$ cat src/rtl/scl_gen_pkg.sv
package scl_gen_pkg;
  typedef enum logic [1:0] {
    ST_IDLE = 2'd0,
    ST_LOW  = 2'd1,
    ST_HIGH = 2'd2
  } scl_state_e;

  // Fixed number of units added to every programmed period value
  localparam int unsigned PERIOD_OFFSET = 6;
endpackage

$ cat src/rtl/scl_prescaler.sv
module scl_prescaler #(
  parameter int unsigned PSC_W = 8
) (
  input  logic             clk,
  input  logic             rst,
  input  logic             run,
  input  logic             restart,
  input  logic             bypass,
  input  logic [PSC_W-1:0] divisor,
  output logic             ce
);
  logic [PSC_W-1:0] cnt_q;
  logic             wrap;

  assign wrap = (cnt_q == divisor);

  always_ff @(posedge clk) begin
    if (rst || !run || restart || wrap) begin
      cnt_q <= '0;
    end else begin
      cnt_q <= cnt_q + 1'b1;
    end
  end

  // High-speed phase counts the functional clock directly
  assign ce = run && (bypass || wrap);
endmodule

$ cat src/rtl/scl_phase_sel.sv
module scl_phase_sel #(
  parameter int unsigned FIELD_W = 8,
  parameter int unsigned LEN_W   = FIELD_W + 1
) (
  input  logic                 clk,
  input  logic                 rst,
  input  logic                 load,
  input  logic                 hs_req,
  input  logic [2*FIELD_W-1:0] low_period,
  input  logic [2*FIELD_W-1:0] high_period,
  output logic                 hs_active,
  output logic [LEN_W-1:0]     low_len,
  output logic [LEN_W-1:0]     high_len
);
  import scl_gen_pkg::*;

  logic                     hs_q;
  logic [1:0][2*FIELD_W-1:0] regs;
  logic [1:0][LEN_W-1:0]     lens;

  // Phase is sampled only when a low period begins
  always_ff @(posedge clk) begin
    if (rst) begin
      hs_q <= 1'b0;
    end else if (load) begin
      hs_q <= hs_req;
    end
  end

  assign regs = {high_period, low_period};

  for (genvar g = 0; g < 2; g++) begin : g_len
    logic [FIELD_W-1:0] field;
    assign field   = hs_q ? regs[g][2*FIELD_W-1:FIELD_W] : regs[g][FIELD_W-1:0];
    assign lens[g] = LEN_W'(field) + LEN_W'(PERIOD_OFFSET);
  end

  assign hs_active = hs_q;
  assign low_len   = lens[0];
  assign high_len  = lens[1];
endmodule

$ cat src/rtl/scl_wave_fsm.sv
module scl_wave_fsm #(
  parameter int unsigned LEN_W = 9
) (
  input  logic             clk,
  input  logic             rst,
  input  logic             enable,
  input  logic             ce,
  input  logic             scl_in,
  input  logic [LEN_W-1:0] low_len,
  input  logic [LEN_W-1:0] high_len,
  output logic             start_low,
  output logic             restart,
  output logic             scl_pull_low,
  output logic             fall_tick,
  output logic             rise_tick
);
  import scl_gen_pkg::*;

  scl_state_e       state_q;
  logic [LEN_W-1:0] cnt_q;
  logic [LEN_W-1:0] low_last;
  logic [LEN_W-1:0] high_last;
  logic             low_done;
  logic             high_done;

  assign low_last  = low_len - LEN_W'(1);
  assign high_last = high_len - LEN_W'(1);
  assign low_done  = (state_q == ST_LOW) && ce && (cnt_q == low_last);
  // Counting in the high phase only while the line is really high
  assign high_done = (state_q == ST_HIGH) && ce && scl_in && (cnt_q == high_last);
  assign start_low = enable && ((state_q == ST_IDLE) || high_done);
  assign restart   = start_low || low_done;

  always_ff @(posedge clk) begin
    if (rst || !enable) begin
      state_q      <= ST_IDLE;
      cnt_q        <= '0;
      scl_pull_low <= 1'b0;
      fall_tick    <= 1'b0;
      rise_tick    <= 1'b0;
    end else begin
      fall_tick <= 1'b0;
      rise_tick <= 1'b0;
      unique case (state_q)
        ST_IDLE: begin
          state_q      <= ST_LOW;
          cnt_q        <= '0;
          scl_pull_low <= 1'b1;
          fall_tick    <= 1'b1;
        end
        ST_LOW: begin
          if (low_done) begin
            state_q      <= ST_HIGH;
            cnt_q        <= '0;
            scl_pull_low <= 1'b0;
            rise_tick    <= 1'b1;
          end else if (ce) begin
            cnt_q <= cnt_q + 1'b1;
          end
        end
        ST_HIGH: begin
          if (high_done) begin
            state_q      <= ST_LOW;
            cnt_q        <= '0;
            scl_pull_low <= 1'b1;
            fall_tick    <= 1'b1;
          end else if (ce && scl_in) begin
            cnt_q <= cnt_q + 1'b1;
          end
        end
        default: begin
          state_q      <= ST_IDLE;
          cnt_q        <= '0;
          scl_pull_low <= 1'b0;
        end
      endcase
    end
  end
endmodule

$ cat src/rtl/scl_timing_gen.sv
module scl_timing_gen #(
  parameter int unsigned PSC_W   = 8,
  parameter int unsigned FIELD_W = 8
) (
  input  logic                 clk,
  input  logic                 rst,
  input  logic                 enable,
  input  logic                 hs_mode,
  input  logic                 hs_phase,
  input  logic [PSC_W-1:0]     prescale,
  input  logic [2*FIELD_W-1:0] low_period,
  input  logic [2*FIELD_W-1:0] high_period,
  input  logic                 scl_in,
  output logic                 scl_pull_low,
  output logic                 fall_tick,
  output logic                 rise_tick
);
  localparam int unsigned LEN_W = FIELD_W + 1;

  logic             ce;
  logic             restart;
  logic             start_low;
  logic             hs_active;
  logic [LEN_W-1:0] low_len;
  logic [LEN_W-1:0] high_len;

  scl_phase_sel #(.FIELD_W(FIELD_W), .LEN_W(LEN_W)) u_phase (
    .clk        (clk),
    .rst        (rst),
    .load       (start_low),
    .hs_req     (hs_mode && hs_phase),
    .low_period (low_period),
    .high_period(high_period),
    .hs_active  (hs_active),
    .low_len    (low_len),
    .high_len   (high_len)
  );

  scl_prescaler #(.PSC_W(PSC_W)) u_psc (
    .clk    (clk),
    .rst    (rst),
    .run    (enable),
    .restart(restart),
    .bypass (hs_active),
    .divisor(prescale),
    .ce     (ce)
  );

  scl_wave_fsm #(.LEN_W(LEN_W)) u_fsm (
    .clk         (clk),
    .rst         (rst),
    .enable      (enable),
    .ce          (ce),
    .scl_in      (scl_in),
    .low_len     (low_len),
    .high_len    (high_len),
    .start_low   (start_low),
    .restart     (restart),
    .scl_pull_low(scl_pull_low),
    .fall_tick   (fall_tick),
    .rise_tick   (rise_tick)
  );
endmodule

$ cat config.mk
export PLATFORM = sky130hd
export DESIGN_NAME = scl_timing_gen
export DESIGN_NICKNAME = d
export VERILOG_FILES = /design/src/rtl/scl_gen_pkg.sv /design/src/rtl/scl_prescaler.sv /design/src/rtl/scl_phase_sel.sv /design/src/rtl/scl_wave_fsm.sv /design/src/rtl/scl_timing_gen.sv
export SDC_FILE = /design/constraint.sdc
export NUM_CORES = 1
export LEC_CHECK = 0
export BUFFER_PORTS_ARGS = -buffer_cell sky130_fd_sc_hd__buf_4
export CAP_MARGIN = 10
export CORE_MARGIN = 2
export CORE_UTILIZATION = 54
export DETAILED_ROUTE_END_ITERATION = 10
export PLACE_DENSITY = 0.91
export SKIP_LAST_GASP = 1
export SLEW_MARGIN = 15
export SYNTH_ARGS = -nofsm -noshare
export SYNTH_HDL_FRONTEND = slang
export SYNTH_SLANG_ARGS = --single-unit
$ cat constraint.sdc
create_clock -name clk -period 4.9 [get_ports clk]
set_input_delay 0.735 -clock clk [delete_from_list [all_inputs] [get_ports clk]]
set_output_delay 0.735 -clock clk [all_outputs]
set_load 0.02 [all_outputs]
==> results of run 1 <==
## layout make-up
class	instances	area [um^2]
fillers	292	1190
multi-input cells	197	1440
repair buffers	49	368
well taps	48	60.1
inverters	9	33.8
flip-flops and latches	23	460
clock buffers	4	45.0
## worst paths after layout
check,end,slack [ns]
hold reg to reg,u_psc.cnt_q[0],0.52
setup reg to reg,u_fsm.cnt_q[8],1.37
setup / recovery,u_fsm.cnt_q[8],1.37
hold / removal,u_psc.cnt_q[0],0.52
## registers in the layout (all words and copies together), names as in the netlist
| name | cells |
|---|---|
| u_psc.cnt_q | 8 |
| u_fsm.fall_tick | 1 |
| u_fsm.state_q | 2 |
| u_fsm.cnt_q | 9 |
| u_phase.hs_active | 1 |
| u_fsm.rise_tick | 1 |
| u_fsm.scl_pull_low | 1 |
## kinds of logic after synthesis
logic type,Yosys count,synth area share [%]
compound gates,43,15.5
fa+ha+maj,8,5.03
buf+inv,20,4.34
flops,23,23.1
simple gates,91,26.2
mux,17,9.11
xor+xnor,38,16.7
## layer usage
metal | wire length (um) | vias up
li1 | - | 950
met1 | 2150 | 901
met2 | 2350 | 58
met3 | 261 | 8
met4 | 49 | 0
met5 | 0 | -
## where the power goes
| part | internal, mW | switching [mW] |
|---|---|---|
| Sequential | 0.189 | 0.00223 |
| Combinational | 0.0590 | 0.0534 |
| Clock | 0.0581 | 0.0603 |
## worst reg2reg max path, cell delays in order, from the launching register on
cell,delay [ns]
dfxtp_1,0.42
buf_4,0.39
mux2_2,0.42
ha_1,0.32
xor2_1,0.14
a211oi_1,0.22
and4b_1,0.22
nand4b_1,0.12
a211o_1,0.33
o21ai_4,0.24
a211oi_2,0.23
a41oi_1,0.29
a31oi_1,0.07
## Yosys cell counts, drive strengths merged, types with 2 or more instances
| library cell | number |
|---|---|
| a22oi | 3 |
| buf | 6 |
| mux2i | 11 |
| xnor2 | 26 |
| dfxtp | 23 |
| o21ai | 9 |
| nand4 | 6 |
| o22ai | 2 |
| nor3 | 2 |
| nor2 | 22 |
| clkbuf | 5 |
| nand2 | 13 |
| xor2 | 12 |
| a31oi | 7 |
| nand3b | 4 |
| or4b | 2 |
| mux2 | 6 |
| inv | 9 |
| nand4b | 3 |
| nand3 | 15 |
| a22o | 3 |
| a21oi | 8 |
| or2 | 2 |
| ha | 8 |
| nand2b | 5 |
| or3 | 2 |
| a211oi | 3 |
| and3 | 7 |
| and4b | 2 |
## stage by stage
step	util (%)	hold slack, ns	setup WS [ns]	area (um^2)
6_report	66.9	0.523	1.37	2410
2_1_floorplan	-	0.460	1.30	1990
3_5_place_dp	65.6	0.499	1.19	2370
5_1_grt	66.9	0.529	1.11	2410
3_3_place_gp	65.6	0.488	1.28	2370
4_1_cts	66.9	0.516	1.38	2410
==> summary.txt, run 1 <==
Critical path
  – Critical-path top delay cell: dfxtp_1
  – Crit path kind: flop to flop
  – WP data arrival: 3.67 ns
  – Crit end category: flop
  – Reg2reg path depth: 12
  – Critical path launch point: u_phase.hs_active
  – Critical path's largest stage delay: 0.42 ns
  – CP startpoint kind: flop
  – FF-to-FF Start: u_phase.hs_active
  – CP required: 5.04 ns
  – Crit path max-delay family: compound AO/OA/AOI/OAI gates
  – CP max FO: 32
  – Worst path depth: 12
  – Cell Chain, Critical Path: buf_4 -> mux2_2 -> ha_1 -> xor2_1 -> a211oi_1 -> and4b_1 -> nand4b_1 -> a211o_1 -> o21ai_4 -> a211oi_2 -> a41oi_1 -> a31oi_1
  – Worst path bufs/invs: 1

Logic synthesis
  – Post-synth EDFFs: 0
  – Ranking of synthesized cells by area: dfxtp_1 (23%), xnor2_1 (11%), mux2i_1 (5.5%)
  – Synth area leader: dfxtp_1
  – Sequential-to-total area share from yosys stat: 23.1%
  – Distinct cells, synth: 55
  – Yosys reg bits: 23
  – Yosys top cell area share: 23.1%
  – Main synth FF type: dfxtp_1
  – Mapped Cells: 240
  – Syn Area/Cell: 8.29 um^2
  – Syn nets: 294
  – Synthesized cell area: 1990 um^2
  – Ys async rst share: 0%
  – YS warnings: 0

Global route
  – Number of global-route vias before repair: 1,717
  – First-pass GRT wire length: 7650 um
  – Largest net degree at the start of global routing: 33
  – GR Util met2: 36.5%
  – Total Routing Usage GR: 22.9%
  – Met1 Use GR: 31.8%
  – Most used routing layer: met2
  – Initial antenna violation count: 0
  – Remaining Overflow, GRT: 0
  – Met3 Use GR: 3.82%

Route
  – Wire length per cell: 14.6 um
  – DR pass1 iterations: 4
  – Via density: 5.81
  – Final WL: 4810 um
  – Via count: 1,917
  – DRT iter0 DRCs: 155
  – DR DRC count: 0
  – Detail Route Antenna Nets: 0

Die
  – Die Y: 64.7 um
  – Core Box Area: 3610 um^2
  – Die width: 64.7 um
  – Die footprint: 4190 um^2
  – Site Rows: 22
  – Ports: 49
  – Initial Util: 55.2%

Layout
  – Leading cell type in the layout, fill and taps excluded: buf_4
  – Commonest non-fill, non-tap cells in the layout: buf_4 (49), xnor2_1 (26), dfxtp_1 (23)
  – Post-Layout Cell Count: 330
  – Ant diodes: 0
  – Layout net count: 337
  – Area Overhead vs Synth: 21.1%
  – Layout cell share with drive strength beyond 1: 24.8%

Clock tree
  – H-Tree Depth: 1
  – CTS Root Cell: clkbuf_8
  – Hold buffers post-CTS: 0
  – Max Buffers Root-to-Sink: 2
  – Clk slew on worst S/H paths: 0.08 ns
  – Clock buffer count from CTS: 3
  – CTS tree: built
  – Clk_lat worst skew: 0.26 ns
  – Post-CTS resize count: 0
  – Post-CTS Repair Setup Buffers: 0
  – Clk sinks: 23

Hold path
  – HP Class: flop to flop
  – Hold-critical path depth: 1
  – Hold Startpoint: u_psc.cnt_q[0]

Pwr
  – Post-layout total power: 0.422 mW
  – Peak supply drop: 131 uV
  – Pwr Density: 175 nW/um^2
  – Leakage: 0.926 nW

Placement
  – Routability cong.: 0.863
  – Placed cells: 326
  – DP Wirelength: 3830 um
  – Buffers on Ports: 48

STA
  – RSZ-0062 raised after global routing: false
  – Fin crit share: 72.1%
  – TNS Setup: 0 ns
  – Crit path time final: 3.53 ns
  – Slew margin rel.: 49.1%
  – Fin. max-slew vios: 0
  – Setup Skew: 0.00217 ns
  – Worst Tran Pin Value: 0.762 ns
  – Max Freq: 283 MHz
  – Number of setup violations in the final report: 0
  – Final hold viol count: 0

Job
  – Max-Cap Viols: 0

Status
  – Outcome: finished clean
No activity file was read; power rests on OpenSTA's default activity.
==> run 2, diff against run 1 <==
Clock period 4.9 ns to 3.4 ns, I/O delays scaled along.
==> run 2 against run 1 <==
Net effect: power grew 46%; global-route usage up 0.77 points; sequential cell count unchanged; worst setup slack got worse by 1.3 ns; first-iteration DRC count rose by 14%; wire length up 1.7%; register-to-register slack lost 1.3 ns; critical path depth decreased by 1.
==> summary.txt, run 2 (same netlist as run 1, synthesis figures left out) <==
Status
  – Outcome: finished clean (unchanged)

Pwr
  – Leakage: 0.948 nW (was 0.926 nW)
  – Peak supply drop: 200 uV (was 131 uV)
  – Flop pwr share: 44.6% (was 45.3%)
  – Switching portion of total power: 28.3% (was 27.5%)
  – Post-layout total power: 0.617 mW (was 0.422 mW)
  – Int Pwr: 0.442 mW (was 0.306 mW)
  – Clk pwr share: 28.3% (was 28.1%)
  – Pwr Density: 250 nW/um^2 (was 175 nW/um^2)
  – Sw Pwr: 0.175 mW (was 0.116 mW)
  – Comb pwr share: 27.1% (was 26.6%)

Placement
  – Buffers on Ports: 48 (unchanged)
  – DP Wirelength: 3840 um (was 3830 um)
  – Routability cong.: 0.838 (was 0.863)
  – Placed cells: 329 (was 326)
  – Area post-placement: 2400 um^2 (was 2370 um^2)

STA
  – Slew margin rel.: 65.8% (was 49.1%)
  – Worst Tran Pin Value: 0.512 ns (was 0.762 ns)
  – Number of setup violations in the final report: 0 (unchanged)
  – Fin crit share: 96.6% (was 72.1%)
  – Max Freq: 304 MHz (was 283 MHz)
  – Setup Skew: 0.00221 ns (was 0.00217 ns)
  – Final hold viol count: 0 (unchanged)
  – Crit path time final: 3.28 ns (was 3.53 ns)
  – Hold slack: 0.397 ns (was 0.523 ns)
  – Fin. max-slew vios: 0 (unchanged)

Layout
  – Fin util: 68.5% (was 66.9%)
  – Biggest regs: u_fsm.cnt_q (9), u_psc.cnt_q (8), u_fsm.state_q (2) (unchanged)
  – Max FFs per register: 9 (unchanged)
  – FILL cells: 310 (was 292)
  – Area Overhead vs Synth: 24.0% (was 21.1%)
  – Largest register by flop count: u_fsm.cnt_q (unchanged)
  – Commonest non-fill, non-tap cells in the layout: buf_4 (52), xnor2_1 (26), nor2_1 (22), dfxtp_1 (22), nand3_1 (15) (was buf_4 (49), xnor2_1 (26), dfxtp_1 (23))
  – Layout net count: 341 (was 337)
  – Leading cell type in the layout, fill and taps excluded: buf_4 (unchanged)
  – Design area: 2470 um^2 (was 2410 um^2)
  – Layout cell share with drive strength beyond 1: 26.9% (was 24.8%)
  – Ant diodes: 0 (unchanged)
  – Post-Layout Cell Count: 334 (was 330)

Global route
  – Largest net degree at the start of global routing: 33 (unchanged)
  – Remaining Overflow, GRT: 0 (unchanged)
  – Initial antenna violation count: 0 (unchanged)
  – Number of global-route vias before repair: 1,813 (was 1,717)
  – Total Routing Usage GR: 23.7% (was 22.9%)
  – First-pass GRT wire length: 7910 um (was 7650 um)

Critical path
  – CP required: 3.61 ns (was 5.04 ns)
  – WP data arrival: 3.49 ns (was 3.67 ns)
  – Critical-path top delay cell: or4b_1 (was dfxtp_1)
  – CP max FO: 4 (was 32)
  – Most used cell, CP: nand2_4
  – Crit end category: flop (unchanged)
  – Crit path kind: flop to flop (unchanged)
  – Critical path's largest stage delay: 0.53 ns (was 0.42 ns)
  – Cell Chain, Critical Path: mux2_2 -> ha_2 -> xnor2_1 -> nand2_1 -> or4b_1 -> nor3_2 -> or4b_4 -> nand2_4 -> nand2_4 -> or3_1 -> a21oi_2 (was buf_4 -> mux2_2 -> ha_1 -> xor2_1 -> a211oi_1 -> and4b_1 -> nand4b_1 -> a211o_1 -> o21ai_4 -> a211oi_2 -> a41oi_1 -> a31oi_1)
  – CP startpoint kind: flop (unchanged)

Route
  – Final WL: 4890 um (was 4810 um)
  – Via count: 1,923 (was 1,917)
  – Wire length per cell: 14.6 um (about the same)
  – Detail Route Antenna Nets: 0 (unchanged)
  – Via density: 5.76 (was 5.81)
  – DR DRC count: 0 (unchanged)
  – DRT iter0 DRCs: 177 (was 155)
  – DR pass1 iterations: 4 (unchanged)

Die
  – Die width: 64.7 um (unchanged)
  – Site Rows: 22 (unchanged)
  – Die footprint: 4190 um^2 (unchanged)
  – Ports: 49 (unchanged)
  – Core Box Area: 3610 um^2 (unchanged)
  – Initial Util: 55.2% (unchanged)
  – Die Y: 64.7 um (unchanged)

Clock tree
  – CTS tree: built (unchanged)
  – Hold buffers post-CTS: 0 (unchanged)
  – CTS Root Cell: clkbuf_8 (unchanged)
  – Clk slew on worst S/H paths: 0.08 ns (about the same)
  – Clk sinks: 23 (unchanged)
  – Clock buffer count from CTS: 3 (unchanged)
  – Clk_lat worst skew: 0.27 ns (was 0.26 ns)
  – H-Tree Depth: 1 (unchanged)
  – Max Buffers Root-to-Sink: 2 (unchanged)

Hold path
  – HP Class: input pin to flop (was flop to flop)

Job
  – Max-Cap Viols: 0 (unchanged)
-- run 2: repair_timing --
action,4_1_cts,5_1_grt
buffers inserted,0,1
gates resized for setup,0,3
endpoints found under the setup margin,0,8
-- run 2: worst paths after layout --
| path | startpoint | endpoint | slack (ns) | depth (start not counted) |
|---|---|---|---|---|
| worst max-delay path | u_phase.hs_active | u_fsm.state_q[0] | 0.12 | 11 |
| worst max register to register | u_phase.hs_active | u_fsm.state_q[0] | 0.12 | 11 |
| worst min-delay path | rst | u_phase.hs_active | 0.40 | 2 |
| worst min register to register | u_fsm.state_q[0] | u_fsm.state_q[0] | 0.52 | 2 |
-- run 2: final cells by class --
cell class | instances | area (um^2) | area share (%)
Sequential cell | 23 | 464 | 18.8
Tap cell | 48 | 60.1 | 2.43
Clock inverter | 1 | 5.00 | 0.203
Timing Repair Buffer | 53 | 410 | 16.6
Inverter | 9 | 33.8 | 1.37
Multi-Input combinational cell | 197 | 1450 | 58.9
Clock buffer | 3 | 41.3 | 1.67
-- run 2: layer usage --
layer	track usage, %	vias to the layer above	share of wire, %
met5	0	-	0
met4	8.24	0	1.1
met3	3.13	5	5.4
met2	40.1	59	48
met1	30.8	905	45
li1	-	954	-
-- run 2: critical path, delay by kind of cell, from the launching register on --
kind / cells / cell delay, ns
xor+xnor: 1 / 0.16
fa+ha+maj: 1 / 0.29
flops: 1 / 0.39
compound gates: 1 / 0.14
simple gates: 7 / 1.88
mux: 1 / 0.37
-- run 2: per-stage QoR --
step	setup TNS, ns	worst slack, ns
final	0	0.115
after global routing	-0.00266	-0.00266
after CTS	0	0.0200
after detailed placement	-0.00591	-0.00591
after global placement	0	0.0863
after floorplan	0	0.00199
-- run 2: power by group through the flow --
stage               Combinational, mW  Clock [mW]  Sequential [mW]
global route                    0.181       0.188            0.276
global placement                0.159           0            0.282
detailed placement              0.164           0            0.282
CTS                             0.165       0.177            0.276
floorplan                      0.0958           0            0.282
finish                          0.167       0.174            0.275
